### config.mk
export PLATFORM = sky130hd
export DESIGN_NAME = dbg_cmd_parser
export DESIGN_NICKNAME = d
export VERILOG_FILES = /design/src/rtl/dbg_cmd_pkg.sv /design/src/rtl/dbg_byte_asm.sv /design/src/rtl/dbg_frame_ctrl.sv /design/src/rtl/dbg_cmd_parser.sv
export SDC_FILE = /design/constraint.sdc
export NUM_CORES = 1
export LEC_CHECK = 0
export ABC_CLOCK_PERIOD_IN_PS = 5300
export BUFFER_PORTS_ARGS = -buffer_cell sky130_fd_sc_hd__buf_4
export CORE_MARGIN = 1
export CORE_UTILIZATION = 26
export CTS_CLUSTER_SIZE = 40
export DETAILED_ROUTE_END_ITERATION = 8
export GPL_ROUTABILITY_DRIVEN = 0
export PLACE_DENSITY = 0.49
export RECOVER_POWER = 25
export SLEW_MARGIN = 15
export SYNTH_ARGS = -nofsm -noshare
export SYNTH_HDL_FRONTEND = slang
export SYNTH_HIERARCHICAL = 1
export SYNTH_SLANG_ARGS = --single-unit
### constraint.sdc
create_clock -name clk -period 5.3 [get_ports clk]
set_input_delay 0.53 -clock clk [delete_from_list [all_inputs] [get_ports clk]]
set_output_delay 0.53 -clock clk [all_outputs]
set_load 0.02 [all_outputs]
### src/rtl/dbg_cmd_pkg.sv
package dbg_cmd_pkg;
  localparam int BYTE_W = 8;
  localparam int SEL_W  = 32;
  localparam int DATA_W = 32;
  localparam int BANK_W = 5;
  localparam int CSEL_W = 16;
  localparam int CNT_W  = 4;

  localparam logic [7:0] OP_RD_B   = 8'h10;
  localparam logic [7:0] OP_RD_H   = 8'h11;
  localparam logic [7:0] OP_RD_W   = 8'h12;
  localparam logic [7:0] OP_WR_B   = 8'h18;
  localparam logic [7:0] OP_WR_H   = 8'h19;
  localparam logic [7:0] OP_WR_W   = 8'h1A;
  localparam logic [7:0] OP_RD_REG = 8'h20;
  localparam logic [7:0] OP_WR_REG = 8'h21;
  localparam logic [7:0] OP_RD_CSR = 8'h22;
  localparam logic [7:0] OP_WR_CSR = 8'h23;
  localparam logic [7:0] OP_DBG_ON = 8'h30;
  localparam logic [7:0] OP_DBG_OFF= 8'h31;
  localparam logic [7:0] OP_RST_ON = 8'h32;
  localparam logic [7:0] OP_RST_OFF= 8'h33;
  localparam logic [7:0] OP_HALT   = 8'h34;
  localparam logic [7:0] OP_RESUME = 8'h35;
  localparam logic [7:0] OP_FLUSH  = 8'h36;

  typedef struct packed {
    logic             known;
    logic [CNT_W-1:0] sel_n;   // selector bytes
    logic [CNT_W-1:0] tot_n;   // all argument bytes
  } op_info_t;

  function automatic op_info_t op_lookup(input logic [7:0] op);
    op_info_t r;
    r = '{known: 1'b1, sel_n: '0, tot_n: '0};
    case (op)
      OP_RD_B, OP_RD_H, OP_RD_W: begin r.sel_n = 4'd4; r.tot_n = 4'd4; end
      OP_WR_B:   begin r.sel_n = 4'd4; r.tot_n = 4'd5; end
      OP_WR_H:   begin r.sel_n = 4'd4; r.tot_n = 4'd6; end
      OP_WR_W:   begin r.sel_n = 4'd4; r.tot_n = 4'd8; end
      OP_RD_REG: begin r.sel_n = 4'd1; r.tot_n = 4'd1; end
      OP_WR_REG: begin r.sel_n = 4'd1; r.tot_n = 4'd5; end
      OP_RD_CSR: begin r.sel_n = 4'd2; r.tot_n = 4'd2; end
      OP_WR_CSR: begin r.sel_n = 4'd2; r.tot_n = 4'd6; end
      OP_DBG_ON, OP_DBG_OFF, OP_RST_ON, OP_RST_OFF,
      OP_HALT, OP_RESUME, OP_FLUSH: r.known = 1'b1;
      default:   r.known = 1'b0;
    endcase
    return r;
  endfunction
endpackage

### src/rtl/dbg_byte_asm.sv
module dbg_byte_asm #(
  parameter int W = 8
) (
  input  logic         clk,
  input  logic         rst_n,
  input  logic         take,
  input  logic         tdi,
  output logic [W-1:0] byte_q,
  output logic         byte_vld
);
  localparam int CW = $clog2(W);
  localparam logic [CW-1:0] LAST = CW'(W - 1);

  logic [CW-1:0] cnt;

  always_ff @(posedge clk or negedge rst_n) begin
    if (!rst_n) begin
      cnt      <= '0;
      byte_q   <= '0;
      byte_vld <= 1'b0;
    end else if (!take) begin
      cnt      <= '0;
      byte_vld <= 1'b0;
    end else begin
      byte_q   <= {tdi, byte_q[W-1:1]};
      byte_vld <= (cnt == LAST);
      cnt      <= (cnt == LAST) ? '0 : cnt + 1'b1;
    end
  end


  byte_gap_chk: assert property (@(posedge clk) disable iff (!rst_n)
    byte_vld |=> !byte_vld);

  byte_from_take_chk: assert property (@(posedge clk) disable iff (!rst_n)
    byte_vld |-> $past(take));
endmodule

### src/rtl/dbg_frame_ctrl.sv
module dbg_frame_ctrl
  import dbg_cmd_pkg::*;
(
  input  logic              clk,
  input  logic              rst_n,
  input  logic              take,
  input  logic [BYTE_W-1:0] byte_in,
  input  logic              byte_vld,
  output logic              req_valid,
  output logic              req_err,
  output logic [7:0]        req_opcode,
  output logic [SEL_W-1:0]  req_sel,
  output logic [DATA_W-1:0] req_wdata
);
  logic              in_args;
  logic [7:0]        op_q;
  logic [CNT_W-1:0]  sel_n_q, tot_n_q, got;
  logic [SEL_W-1:0]  sel_acc, sel_nx;
  logic [DATA_W-1:0] dat_acc, dat_nx;
  op_info_t          info_nx;
  logic              done;

  always_comb begin
    info_nx = op_lookup(byte_in);
    sel_nx  = sel_acc;
    dat_nx  = dat_acc;
    done    = 1'b0;
    if (byte_vld) begin
      if (!in_args) begin
        sel_nx = '0;
        dat_nx = '0;
        done   = (info_nx.tot_n == '0);
      end else begin
        if (got < sel_n_q) sel_nx = {sel_acc[SEL_W-BYTE_W-1:0], byte_in};
        else               dat_nx = {dat_acc[DATA_W-BYTE_W-1:0], byte_in};
        done = (CNT_W'(got + 1'b1) == tot_n_q);
      end
    end
  end

  always_ff @(posedge clk or negedge rst_n) begin
    if (!rst_n) begin
      in_args    <= 1'b0;
      op_q       <= '0;
      sel_n_q    <= '0;
      tot_n_q    <= '0;
      got        <= '0;
      sel_acc    <= '0;
      dat_acc    <= '0;
      req_valid  <= 1'b0;
      req_err    <= 1'b0;
      req_opcode <= '0;
      req_sel    <= '0;
      req_wdata  <= '0;
    end else begin
      req_valid <= 1'b0;
      req_err   <= 1'b0;
      if (byte_vld) begin
        sel_acc <= sel_nx;
        dat_acc <= dat_nx;
        in_args <= !done;
        if (!in_args) begin
          op_q    <= byte_in;
          sel_n_q <= info_nx.sel_n;
          tot_n_q <= info_nx.tot_n;
          got     <= '0;
        end else begin
          got <= got + 1'b1;
        end
        if (done) begin
          req_valid  <= 1'b1;
          req_err    <= !in_args && !info_nx.known;
          req_opcode <= in_args ? op_q : byte_in;
          req_sel    <= sel_nx;
          req_wdata  <= dat_nx;
        end
      end
      if (!take) in_args <= 1'b0;
    end
  end


  err_with_valid_chk: assert property (@(posedge clk) disable iff (!rst_n)
    req_err |-> req_valid);

  err_empty_fields_chk: assert property (@(posedge clk) disable iff (!rst_n)
    req_err |-> (req_sel == '0 && req_wdata == '0));

  valid_pulse_chk: assert property (@(posedge clk) disable iff (!rst_n)
    req_valid |=> !req_valid);

  valid_after_byte_chk: assert property (@(posedge clk) disable iff (!rst_n)
    req_valid |-> $past(byte_vld));

  abort_clr_chk: assert property (@(posedge clk) disable iff (!rst_n)
    !take |=> !in_args);
endmodule

### src/rtl/dbg_cmd_parser.sv
module dbg_cmd_parser
  import dbg_cmd_pkg::*;
(
  input  logic              clk,
  input  logic              rst_n,
  input  logic              shift_en,
  input  logic              dbg_sel,
  input  logic              tdi,
  output logic              req_valid,
  output logic              req_err,
  output logic [7:0]        req_opcode,
  output logic [SEL_W-1:0]  req_sel,
  output logic [DATA_W-1:0] req_wdata,
  output logic [BANK_W-1:0] req_bank,
  output logic [CSEL_W-BANK_W-1:0] req_csr
);
  logic              take;
  logic [BYTE_W-1:0] byte_q;
  logic              byte_vld;

  assign take = shift_en & dbg_sel;

  dbg_byte_asm #(.W(BYTE_W)) u_asm (
    .clk      (clk),
    .rst_n    (rst_n),
    .take     (take),
    .tdi      (tdi),
    .byte_q   (byte_q),
    .byte_vld (byte_vld)
  );

  dbg_frame_ctrl u_frame (
    .clk        (clk),
    .rst_n      (rst_n),
    .take       (take),
    .byte_in    (byte_q),
    .byte_vld   (byte_vld),
    .req_valid  (req_valid),
    .req_err    (req_err),
    .req_opcode (req_opcode),
    .req_sel    (req_sel),
    .req_wdata  (req_wdata)
  );

  assign req_bank = req_sel[BANK_W-1:0];
  assign req_csr  = req_sel[CSEL_W-1:BANK_W];
endmodule

==> reports/results.ini <==
[synthesis]
synth_top_family_by_area=compound AO/OA/AOI/OAI gates
syn-cell-area_um2=7930
syn-num-nets=620
synth-compound-area-share_pct=23.2
yosysMostFrequentCell=dfrtp_1
avgSynthCellArea_um2=13.0
synth_area_leader_cell=dfrtp_1
synthMuxAreaShare_pct=13.0
synth_ff_type=dfrtp_1
synth_area_leaders=dfrtp_1 (54%), o2bb2ai_1 (14%), mux2i_1 (8.2%), a22o_1 (7.2%), mux2_2 (3.7%)
syn_inst=610
synth_adder_area_share_pct=0.789
yosys.area_share.simple_pct=3.03
async_reset_ff_share_pct=100
synth.top_cell.area_share_pct=53.7
ys_types=45
ys_seq_area_share_pct=53.7
ys_top_cells_by_count=dfrtp_1 (170), o2bb2ai_1 (127), a22o_1 (65), mux2i_1 (65), clkbuf_1 (35)
synth_xor_area_share_pct=0.726
synth_seq_cells=170
synth_edf_count=0
yosysWarnings=6

[cells_and_area]
syn_to_final_growth_pct=18.5
fin_area_um2=9400
nets=668
diodes=0
layout.cells.non_filler=1061
final_layout_size_suffix_gt1_share_pct=26.7

[power_and_ir_drop]
p_total_uw=2880
internal_power_uw=2150
pwr_density_cell_nw_per_um2=307
combPwrFrac_pct=5.1
ir_drop_uv=207
p_clk_share_pct=45.8
p_seq_share_pct=49.2
leakage_uw=0.00459
switching_share_pct=25.3
switching_power_uw=729

[hold_path]
hp-class=in -> reg
min_path_cells=2
min_from=tdi
holdPathEnd=u_asm/byte_q[7]

[worst_setup_path]
slowest_delay_ns=0.67
reg2reg_slack_ns=1.87
cpMaxStageDelayCell=a21boi_4
cp-start-kind=register
r2r_start=u_frame/got[0]
path_depth=7
critPathKind=reg -> reg
critical_path.endpoint_type=register
r2r_end=u_frame/req_sel[21]
cp_num_buf_inv=1
worst-r2r-cell-count=7
cp_top_family=compound AO/OA/AOI/OAI gates
crit_path_cell_trace=ha_1 > xnor3_1 > nand4_1 > or3_4 > a21boi_4 > buf_4 > a22o_1
critPathRequiredTime_ns=5.65
crit_path_max_fanout=66
critPathArrivalTime_ns=3.79

[clock_network]
post_cts_buffers=0
insertion_delay_ns=0.43
holdBufCountCts=0
cts_tree=built
clk_pin_slew_ns=0.07
post_cts_resized=0
clock-sinks=170
htreeDepth=4
clk_path_buf_depth=2
cts_made_buffers=17
cts_root_buffer=clkbuf_16

[floorplan]
initial_core_util_pct=26.6
coreArea_um2=29800
std_cell_rows=63
dieHeight_um=177
io_pins=95
die_w_um=177
die_area_um2=31200

[timing]
drv_slew=108
tightest_slew_ns=2.76
setup_tns_ns=0
fin_ws_ns=1.87
slew_headroom_pct=-84.3
max_freq_ghz=0.291
grt_setup_unrepaired=no
post-route-min-period_ns=3.43
hold_violations=0
fin_crit_sh_pct=64.7
finalClockSkew_ns=0.0164
setup_viol=0

[place]
hpwl_um=12000
placedCellCount=1029
place_ws_ns=1.88
placed_area_um2=8800
io_buffers=94

[global_routing]
overflow=0
antenna_found_initial=0
grt_max_degree=108
grt_pass1_wl_um=31800
track_usage_pct=13.2
first_global_vias=5111

[detailed_routing]
remaining_drc_errors=0
finalWirelength_um=20000
detail_route.wl_per_cell_um=18.8
drtPass1Iterations=4
vias_per_cell=4.91
drtAntennaViolNets=0
vias=5210
dr.first_iter.drc_count=419

[outcome]
outcome=complete, but fails checks
violations=max-capacitance violations, max-slew violations

[run]
drv_cap=1

per-stage QoR:
| stage | hold WS [ns] | util (%) |
|---|---|---|
| 2_1_floorplan | 0.234 | - |
| 3_3_place_gp | 0.449 | 29.5 |
| 3_5_place_dp | 0.449 | 29.5 |
| 4_1_cts | 0.289 | 31.6 |
| 5_1_grt | 0.338 | 31.5 |
| 6_report | 0.351 | 31.5 |
cell type report:
type | count | area (um2)
fillers | 3022 | 20400
flip-flops and latches | 170 | 4260
multi-input cells | 360 | 3250
repair buffers | 102 | 763
well taps | 390 | 488
clock buffers | 18 | 429
clock inverters | 14 | 184
inverters | 7 | 26.3
power by group through the flow:
stage	clock [uW]	sequential, uW	combinational [uW]
CTS	1360	1420	152
global route	1410	1420	163
detailed placement	0	1450	152
floorplan	0	1370	129
global placement	0	1450	151
finish	1320	1420	146
cell families after synthesis:
family / after synthesis
buffers and inverters: 80
XOR/XNOR: 5
multiplexers: 97
AO/OA/AOI/OAI: 215
flip-flops: 170
adder cells (fa/ha/maj): 5
AND/OR/NAND/NOR: 38
flip-flops by register name, indices dropped and copies added (netlist names):
signal / cells
u_frame/req_err: 1
u_frame/req_wdata: 32
u_frame/sel_n_q: 3
u_asm/byte_vld: 1
u_frame/op_q: 8
u_frame/tot_n_q: 4
u_frame/req_valid: 1
u_frame/got: 4
u_frame/dat_acc: 32
u_frame/req_sel: 32
u_asm/byte_q: 8
u_frame/sel_acc: 32
u_frame/req_opcode: 8
u_asm/cnt: 3
u_frame/in_args: 1
worst register-to-register path: cells and delay by family (launching register included):
| kind | cells | cell delay (ns) |
|---|---|---|
| buffers and inverters | 1 | 0.58 |
| adder cells (fa/ha/maj) | 1 | 0.27 |
| XOR/XNOR | 1 | 0.34 |
| flip-flops | 1 | 0.45 |
| AND/OR/NAND/NOR | 2 | 0.79 |
| AO/OA/AOI/OAI | 2 | 0.94 |
metal layers:
| layer | up-vias | track usage (%) | share of wire, % | wire length, um |
|---|---|---|---|---|
| met2 | 97 | 19.1 | 45 | 8940 |
| li1 | 2461 | - | - | - |
| met1 | 2642 | 20.0 | 51 | 10200 |
| met4 | 0 | 3.45 | 0.90 | 180 |
| met5 | - | 0 | 0 | 0 |
| met3 | 10 | 2.47 | 3.3 | 651 |
placed cells by master (no fill, tap or decap), types with 3 or more instances in the layout:
| cell | Yosys | layout |
|---|---|---|
| mux2_4 | 6 | 6 |
| nand2_1 | 12 | 11 |
| o2bb2ai_1 | 127 | 127 |
| buf_4 | 16 | 101 |
| dfrtp_1 | 170 | 169 |
| clkinv_2 | 0 | 3 |
| bufinv_16 | 0 | 3 |
| inv_1 | 7 | 6 |
| nand3_1 | 3 | 3 |
| nor2_1 | 3 | 3 |
| and2_2 | 3 | 3 |
| mux2_2 | 26 | 26 |
| ha_1 | 5 | 5 |
| o21ai_0 | 8 | 7 |
| a22o_1 | 65 | 65 |
| a211oi_1 | 4 | 4 |
| inv_8 | 0 | 4 |
| mux2i_1 | 65 | 65 |
| clkbuf_16 | 0 | 17 |
worst max path at each step:
stage                         from                   to
floorplan           u_frame/got[0]   u_frame/req_sel[0]
global placement    u_frame/got[0]  u_frame/req_sel[31]
detailed placement  u_frame/got[0]   u_frame/req_sel[0]
CTS                 u_frame/got[0]  u_frame/req_sel[21]
global route        u_frame/got[0]  u_frame/req_sel[24]
finish              u_frame/got[0]  u_frame/req_sel[21]
Note: power is estimated with default switching activity, not from simulation.
